<file path="src/rtl/pwmq_pkg.sv">
package pwmq_pkg;
  localparam int SW_COUNT = 4;

  typedef enum logic [1:0] {
    STG_DEAD   = 2'd0,
    STG_FIRST  = 2'd1,
    STG_SECOND = 2'd2
  } stage_e;

  // Switches S1/S3 (even index) belong to the first stage, S2/S4 to the second.
  function automatic stage_e switch_stage(input int idx);
    return (idx % 2 == 0) ? STG_FIRST : STG_SECOND;
  endfunction
endpackage

</file>
<file path="src/rtl/pwmq_frame_latch.sv">
module pwmq_frame_latch #(
  parameter int W = 12
) (
  input  logic         clk,
  input  logic         rst_n,
  input  logic         load,
  input  logic [W-1:0] period_in,
  input  logic [W-1:0] duty_in,
  input  logic [W-1:0] dead_in,
  input  logic         sign_in,
  output logic [W-1:0] period_q,
  output logic [W-1:0] edge_q,
  output logic [W-1:0] dead_q,
  output logic         sign_q
);
  logic [W:0] lo_lim;
  logic [W:0] hi_lim;
  logic [W:0] req;
  logic [W:0] pick;

  always_comb begin
    lo_lim = {dead_in, 1'b0};
    hi_lim = {1'b0, period_in} - {1'b0, dead_in};
    req    = {1'b0, duty_in};
    if (req < lo_lim)      pick = lo_lim;
    else if (req > hi_lim) pick = hi_lim;
    else                   pick = req;
  end

  always_ff @(posedge clk or negedge rst_n) begin
    if (!rst_n) begin
      period_q <= '0;
      edge_q   <= '0;
      dead_q   <= '0;
      sign_q   <= 1'b0;
    end else if (load) begin
      period_q <= period_in;
      edge_q   <= pick[W-1:0];
      dead_q   <= dead_in;
      sign_q   <= sign_in;
    end
  end
endmodule

</file>
<file path="src/rtl/pwmq_carrier.sv">
module pwmq_carrier #(
  parameter int W = 12
) (
  input  logic         clk,
  input  logic         rst_n,
  input  logic         en,
  input  logic [W-1:0] period_q,
  output logic [W-1:0] cnt_q,
  output logic         run_q,
  output logic         load
);
  logic at_end;

  assign at_end = (cnt_q == period_q - 1'b1);
  assign load   = en & (~run_q | at_end);

  always_ff @(posedge clk or negedge rst_n) begin
    if (!rst_n) begin
      cnt_q <= '0;
      run_q <= 1'b0;
    end else if (!en) begin
      cnt_q <= '0;
      run_q <= 1'b0;
    end else if (load) begin
      cnt_q <= '0;
      run_q <= 1'b1;
    end else begin
      cnt_q <= cnt_q + 1'b1;
    end
  end
endmodule

</file>
<file path="src/rtl/pwmq_gate_map.sv">
module pwmq_gate_map
  import pwmq_pkg::*;
#(
  parameter int W = 12
) (
  input  logic                run,
  input  logic                sign,
  input  logic [W-1:0]        cnt,
  input  logic [W-1:0]        edge_cnt,
  input  logic [W-1:0]        dead,
  input  logic [W-1:0]        period,
  output logic [SW_COUNT-1:0] gate_a,
  output logic [SW_COUNT-1:0] gate_b
);
  logic   [W:0] second_start;
  stage_e       now_stage;

  always_comb begin
    second_start = {1'b0, edge_cnt} + {1'b0, dead};
    if ((cnt >= dead) && (cnt < edge_cnt))
      now_stage = STG_FIRST;
    else if (({1'b0, cnt} >= second_start) && (cnt < period))
      now_stage = STG_SECOND;
    else
      now_stage = STG_DEAD;
  end

  for (genvar i = 0; i < SW_COUNT; i++) begin : g_sw
    localparam stage_e MY_STAGE = switch_stage(i);
    logic mod_on;
    assign mod_on    = (now_stage == MY_STAGE);
    assign gate_a[i] = run & (sign ? mod_on : 1'b1);
    assign gate_b[i] = run & (sign ? 1'b1 : mod_on);
  end
endmodule

</file>
<file path="src/rtl/bidir_pwm_gen.sv">
module bidir_pwm_gen
  import pwmq_pkg::*;
#(
  parameter int CNT_W = 12
) (
  input  logic             clk,
  input  logic             rst_n,
  input  logic             en,
  input  logic             vo_neg,
  input  logic [CNT_W-1:0] period_cnt,
  input  logic [CNT_W-1:0] duty_cnt,
  input  logic [CNT_W-1:0] dead_cnt,
  output logic [3:0]       gate_a,
  output logic [3:0]       gate_b
);
  logic [CNT_W-1:0] period_q;
  logic [CNT_W-1:0] edge_q;
  logic [CNT_W-1:0] dead_q;
  logic             sign_q;
  logic [CNT_W-1:0] cnt_q;
  logic             run_q;
  logic             load;

  pwmq_carrier #(.W(CNT_W)) u_carrier (
    .clk      (clk),
    .rst_n    (rst_n),
    .en       (en),
    .period_q (period_q),
    .cnt_q    (cnt_q),
    .run_q    (run_q),
    .load     (load)
  );

  pwmq_frame_latch #(.W(CNT_W)) u_frame (
    .clk       (clk),
    .rst_n     (rst_n),
    .load      (load),
    .period_in (period_cnt),
    .duty_in   (duty_cnt),
    .dead_in   (dead_cnt),
    .sign_in   (vo_neg),
    .period_q  (period_q),
    .edge_q    (edge_q),
    .dead_q    (dead_q),
    .sign_q    (sign_q)
  );

  pwmq_gate_map #(.W(CNT_W)) u_map (
    .run      (run_q),
    .sign     (sign_q),
    .cnt      (cnt_q),
    .edge_cnt (edge_q),
    .dead     (dead_q),
    .period   (period_q),
    .gate_a   (gate_a),
    .gate_b   (gate_b)
  );
endmodule

</file>
<file path="config.mk">
export PLATFORM = sky130hd
export DESIGN_NAME = bidir_pwm_gen
export DESIGN_NICKNAME = d
export VERILOG_FILES = /design/src/rtl/pwmq_pkg.sv /design/src/rtl/pwmq_frame_latch.sv /design/src/rtl/pwmq_carrier.sv /design/src/rtl/pwmq_gate_map.sv /design/src/rtl/bidir_pwm_gen.sv
export SDC_FILE = /design/constraint.sdc
export NUM_CORES = 1
export LEC_CHECK = 0
export BUFFER_PORTS_ARGS = -buffer_cell sky130_fd_sc_hd__clkbuf_2
export CAP_MARGIN = 5
export CORE_ASPECT_RATIO = 0.8
export CORE_MARGIN = 4
export CORE_UTILIZATION = 30
export CTS_CLUSTER_SIZE = 25
export DETAILED_ROUTE_END_ITERATION = 12
export PLACE_DENSITY = 0.51
export SLEW_MARGIN = 20
export SYNTH_ARGS = -nofsm -noshare
export SYNTH_HDL_FRONTEND = slang
export SYNTH_SLANG_ARGS = --single-unit
</file>
<file path="constraint.sdc">
create_clock -name clk -period 3.4 [get_ports clk]
set_input_delay 0.51 -clock clk [delete_from_list [all_inputs] [get_ports clk]]
set_output_delay 0.51 -clock clk [all_outputs]
set_load 0.02 [all_outputs]
</file>
; ---- Word level (Yosys, flattened, before mapping)
; Cells that the tools add are included.
; Widths: inputs -> output; s select.
[classes]
reduce_logical = 2
addsub = 4
bitwise_logic = 7
eq_ne = 4
n_mux = 12
order_cmp = 6
[op_table]
columns = operator, count
row1 = $mux 12, 4
row2 = $lt 12x12->1, 2
row3 = $add 12x12->13, 1
row4 = $ge 12x13->1, 1
row5 = $gt 12x13->1, 1
row6 = $lt 12x13->1, 1
row7 = $sub 12x12->13, 1
row8 = $add 12x1->12 const B, 1
row9 = $eq 12x12->1, 1
row10 = $ge 12x12->1, 1
row11 = $sub 12x1->12 const B, 1
row12 = $mux 1, 6
row13 = $and 1x1->1, 5
row14 = $mux 2, 2
row15 = $eq 2x1->1 const B, 1
row16 = $eq 2x2->1 const B, 1
row17 = $logic_and 1x1->1, 2
row18 = $ne 2x1->1 const B, 1
row19 = $not 1->1, 1
row20 = $or 1x1->1, 1
[word_totals]
output_inout_bits = 8
inputBits = 40
word_cells = 41
regBits = 50

; ---- Longest topological paths before layout
[depth]
word_depth = 8
ltp_mapped = 19
mapped_depth_nobuf = 18

; ---- By module
; Synthesis repeated with hierarchy kept, for this count alone.
[unflattened]
hier_cells = 618
area_unflattened_um2 = 5363.9
[modules_own_cells]
columns = module, area_each_um2, seq_area_each_um2, cells_per_inst, instances
row1 = pwmq_frame_latch, 2706.3, 925.9, 285, 1
row2 = pwmq_gate_map, 1647.8, 0.0, 215, 1
row3 = pwmq_carrier, 1009.7, 325.3, 118, 1

; ---- Least setup slack after synthesis
; OpenSTA, ideal clock, no wires.
[synth_timing]
path_type = reg-to-output
startpoint = reg u_frame.edge_q[0]
endpoint = out gate_a[3]
slack_ps = -810
arrival_ps = 3700
path_stages_with_launch = 20
path_buffers = 1
required_ps = 2890
cell_sequence = dfrtp_1 -> ha_1 -> inv_1 -> fa_1 -> nor2b_1 -> o21ai_0 -> nand2b_1 -> a311oi_1 -> o31ai_1 -> a21oi_1 -> xor2_1 -> ha_1 -> o21ai_0 -> nand2b_1 -> a21oi_1 -> a21oi_1 -> nand4_1 -> a21o_1 -> o41ai_1 -> buf_4
[synth_via]
elab_chain_len = 8
word_cells_on_any_way = 10
classes_between = add/sub (1) / order compare (2) / eq/ne (1) / mux (3) / bitwise (1) / reduce/logical (2)
[synth_rtl]
columns = item, line_no
row1 = from (decl), pwmq_frame_latch.sv:12  ; output logic [W-1:0] edge_q,
row2 = from (signal assigned), pwmq_frame_latch.sv:38  ; edge_q <= pick[W-1:0];
row3 = $add 12x12->13, pwmq_gate_map.sv:19  ; second_start = {1'b0, edge_cnt} + {1'b0, dead};
row4 = $ge 12x13->1, pwmq_gate_map.sv:22  ; else if (({1'b0, cnt} >= second_start) && (cnt < period))
row5 = $logic_and 1x1->1, pwmq_gate_map.sv:22
row6 = $mux 2, pwmq_gate_map.sv:22
row7 = $mux 2 (*), pwmq_gate_map.sv:20  ; if ((cnt >= dead) && (cnt < edge_cnt))
row8 = $eq 2x2->1 (*), -
row9 = $mux 1 (*), -
row10 = $and 1x1->1 (*), -
row11 = to (decl), bidir_pwm_gen.sv:13  ; output logic [3:0] gate_a,
; Mark *: on every way between the ends. The rest lies on a longest branch, timed or not.

; ---- Worst setup path in the final report
[layout_timing]
startpoint = reg u_frame.edge_q[0]
endpoint = out gate_b[1]
[layout_via]
elab_chain_len = 8
word_cells_on_any_way = 10
classes_between = add/sub (1) / order compare (2) / eq/ne (1) / mux (3) / bitwise (1) / reduce/logical (2)
[layout_rtl]
columns = item, line_no
row1 = $add 12x12->13, pwmq_gate_map.sv:19
row2 = $ge 12x13->1, pwmq_gate_map.sv:22
row3 = $logic_and 1x1->1, pwmq_gate_map.sv:22
row4 = $mux 2, pwmq_gate_map.sv:22
row5 = $mux 2 (*), pwmq_gate_map.sv:20
row6 = $eq 2x2->1 (*), pwmq_gate_map.sv:31  ; assign mod_on = (now_stage == MY_STAGE);
row7 = $mux 1 (*), pwmq_gate_map.sv:33  ; assign gate_b[i] = run & (sign ? 1'b1 : mod_on);
row8 = $and 1x1->1 (*), pwmq_gate_map.sv:33
row9 = to (decl), bidir_pwm_gen.sv:14  ; output logic [3:0] gate_b
; Marked as above.

==> results.txt <==
- The largest total area in the synthesized netlist belongs to sky130_fd_sc_hd__dfrtp_1.
- The wire-length estimate of the detail-placed layout is 13.3 mm.
* Sequence of cells on the critical path: ha_2 > inv_2 > fa_2 > nor2b_1 > o21ai_1 > nand2b_1 > a311oi_2 > o31ai_1 > a21oi_1 > xor2_1 > ha_1 > o21ai_1 > nand2b_1 > a21oi_2 > a21oi_1 > nand4_1 > a21o_1 > o41ai_4 > buf_4
* CTS hold repair buffers: 0
- Maximum clock insertion buffer count: 2
- Worst-margin pin slew: between 0.9 and 1 ns
- Start-to-end type of the worst setup path: reg -> out
* Worst setup slack before clock tree synthesis: -0.945 ns
- Clock share of power: roughly an eighth
- Static timing analysis puts the maximum clock frequency at 0.236 GHz.
- Core ar.: 0.0174 mm2
* Hold Vio Cnt, Final: 0
- Signal arrival time at the worst endpoint: about 3.7 ns
- Maximum number of pins on one net before global-route repair: 39
- The first TritonRoute pass finished after 4 iterations.
* Count of buffers from port buffering: 47
- Total Die Area: 0.0199 mm2
- Max-cap violations in this run came to 0.
- Clock edge transition at the registers on the reported setup and hold paths: 0.07 ns
- After layout, the worst path uses 124% of the clock period.
- Initial antenna violation count: 0
- Once the floorplan was initialized, standard cells occupied 30.6% of the core.
- Root buffer selected by CTS: sky130_fd_sc_hd__clkbuf_16
- The detail route stage leaves a number of antenna-violating nets equal to 0.
- Counting flops and latches in the post-synthesis netlist gives 50.
* Net Sw Power: 2030 uW
- Fraction of power spent switching nets: about 42%
- DRC: 0
- RD Place Congestion: 0.870
- The synthesized netlist contains between 50 and 60 unique library cells.
* Logic gate share of total power: 65.4%
* Critical Path Fanout Max: 2
- Between clock sinks in the finished design, the worst skew comes to 0.0107 ns.
- Fillers: 1721
- Setup TNS: -7.81 ns
- Maximum ir drop on the vdd rail: between 200 and 300 uV
- Via count: 5120
- Largest delay share family, worst path: compound AO/OA/AOI/OAI gates
* Global Route Usage Sum: about 17%
- Syn. warnings: 0
- Most used flip-flop cell after synthesis: sky130_fd_sc_hd__dfrtp_1
- Together, buffers and inverters on the worst path number 2.
- The final reports fail on setup timing.
* Average wire per standard cell: roughly 16 um
* Skew-Pair Late Insertion Delay: roughly 0.30 ns
* WP data required: between 2 and 3 ns
- TritonCTS clock tree: yes
* Setup Viol. Count Final: 16
- For this design, the slowest cell found on the critical path is sky130_fd_sc_hd__dfrtp_1.
- The design draws approximately 4800 uW.
- Kind of capture point of the worst setup path: primary output
- Cells with a size suffix above 1 make up 31.8% of the layout.
* Syn-to-layout area delta: 36.2%
- The die is 157 um wide.
- Cell types occupying the most area after synthesis: sky130_fd_sc_hd__dfrtp_1, sky130_fd_sc_hd__ha_1, sky130_fd_sc_hd__inv_1
- Global-route wire length before repair: around 27 mm
* Number of synthesized flops with an enable pin: 0
- Nature of the critical path startpoint: register
- In this run the count of I/O pins placed on the die edge is 48.
* H-tree levels: 2
- Num Clock Sinks: 50
- Type of the worst min-delay path: in -> async
- Sequential cells burn 22.2% of the power.
* Top library cells by usage in the layout, fill and taps aside: sky130_fd_sc_hd__buf_4, sky130_fd_sc_hd__ha_1, sky130_fd_sc_hd__inv_1
- The top cell type by area accounts for about a quarter of the synthesized area.
* Antenna Cells: 0
- Clock tree synthesis inserted a total of 5 buffers.
- The analysis attributes to cell leakage a power of 0.00368 uW.
* Proportion of register bits with asynchronous set or reset after synthesis: 100%
* Num rows: 43
- Headroom to the max-slew limit came out at between 30% and 40%.
* Sequential share of the synthesized area: 23.5%
- Number of DRC markers after the initial detailed-route iteration: 195
- Total detailed-routing wirelength: 16.2 mm
* Number of nets at the end of the flow: 918
* Syn Std Cell Area: 0.00532 mm2
- Number of max-slew violations in the final report: 0
- The number of nets handed over by synthesis was between 700 and 800.
* Unrepaired setup endpoints after global routing: yes
* Run status: complete, but fails checks
- Number of global-route vias before repair: roughly 5300
- Internal Power: 2760 uW
- Using the TritonRoute via totals, the vias-per-cell ratio works out to 5.08.
- In this design, the stage delay of the slowest critical-path cell is 0.37 ns.
- Subtracting the final worst setup slack from the clock period gives 4.23 ns.
- Post-route worst setup slack: -0.830 ns
- Dividing total power by cell area gives a power density of 661 mW/mm2.
- Synthesis produced 616 cells.
- Mean post-synth cell area: 8.63 um2
- Most common cell after layout, fill and taps aside: sky130_fd_sc_hd__buf_4
* Leftover overflow at the end of global routing: 0
* Register-to-register setup slack: 0.26 ns
- The die is 127 um tall.
-- power groups by stage --
stage          registers [uW]  logic [uW]  clock network, uW
2_1_floorplan             995        1900                  0
3_3_place_gp             1060        2840                  0
3_5_place_dp             1070        2930                  0
4_1_cts                  1060        3070                607
5_1_grt                  1090        3500                629
6_report                 1060        3130                593
-- registers in the layout (all words and copies together), names as in the netlist --
signal,flops
u_carrier.cnt_q,12
u_carrier.run_q,1
u_frame.sign_q,1
u_frame.edge_q,12
u_frame.period_q,12
u_frame.dead_q,12
-- Yosys cell counts (12+ instances only) --
library cell and n:
sky130_fd_sc_hd__ha_1 95, sky130_fd_sc_hd__nand3_1 19, sky130_fd_sc_hd__clkbuf_1 13, sky130_fd_sc_hd__a21o_1 24, sky130_fd_sc_hd__o211ai_1 12, sky130_fd_sc_hd__xor2_1 17
sky130_fd_sc_hd__a21oi_1 30, sky130_fd_sc_hd__xnor2_1 19, sky130_fd_sc_hd__and3_1 13, sky130_fd_sc_hd__mux2_2 12, sky130_fd_sc_hd__inv_1 63, sky130_fd_sc_hd__dfrtp_1 50
sky130_fd_sc_hd__nor2_1 38, sky130_fd_sc_hd__o21ai_0 44, sky130_fd_sc_hd__nand2_1 32
-- layer usage --
metal,GRT usage (%),wire (um)
met1,23.4,8100
met2,26.7,7320
met3,2.47,482
met4,3.78,246
met5,0,0
-- through the flow --
stage	hold WS, ns	cells	utilization, %	cell area (um2)
finish	0.359	1007	41.7	7240
global route	0.399	1007	41.7	7240
CTS	0.396	1003	40.9	7100
detailed placement	0.534	984	38.8	6740
global placement	0.522	984	38.8	6740
floorplan	0.214	616	-	5440
-- what timing repair did --
item | 4_1_cts | 5_1_grt
resized for setup | 23 | 30
buffers inserted | 10 | 4
gates cloned | 1 | 0
endpoints found under the setup margin | 16 | 20
pin swaps | 15 | 8
-- cell families after synthesis --
family	Yosys count	synth area share [%]
AO/OA/AOI/OAI	171	22.0
AND/OR/NAND/NOR	164	16.0
adder cells (fa/ha/maj)	97	23.1
buffers and inverters	83	6.26
flip-flops	50	23.5
XOR/XNOR	36	5.93
multiplexers	15	3.15
-- layout make-up --
cell class | instances | area (um2) | share of cell area (%)
Clock inverter | 3 | 47.5 | 0.656
Clock buffer | 5 | 125 | 1.73
Multi-Input combinational cell | 484 | 4020 | 55.5
Timing Repair Buffer | 177 | 1270 | 17.5
Inverter | 63 | 249 | 3.44
Sequential cell | 50 | 1250 | 17.3
Tap cell | 225 | 282 | 3.89
-- final timing paths --
path	depth (start not counted)	startpoint	to
worst max-delay path	19	u_frame.edge_q[0]	gate_b[1]
worst min-delay path	1	rst_n	u_carrier.cnt_q[3]
worst max register to register	7	u_frame.period_q[2]	u_frame.period_q[1]
worst min register to register	2	u_frame.edge_q[11]	u_frame.edge_q[11]
max in group asynchronous	2	rst_n	u_carrier.cnt_q[2]
min in group clk	1	en	u_carrier.run_q
Note: power is estimated with default switching activity, not from simulation.
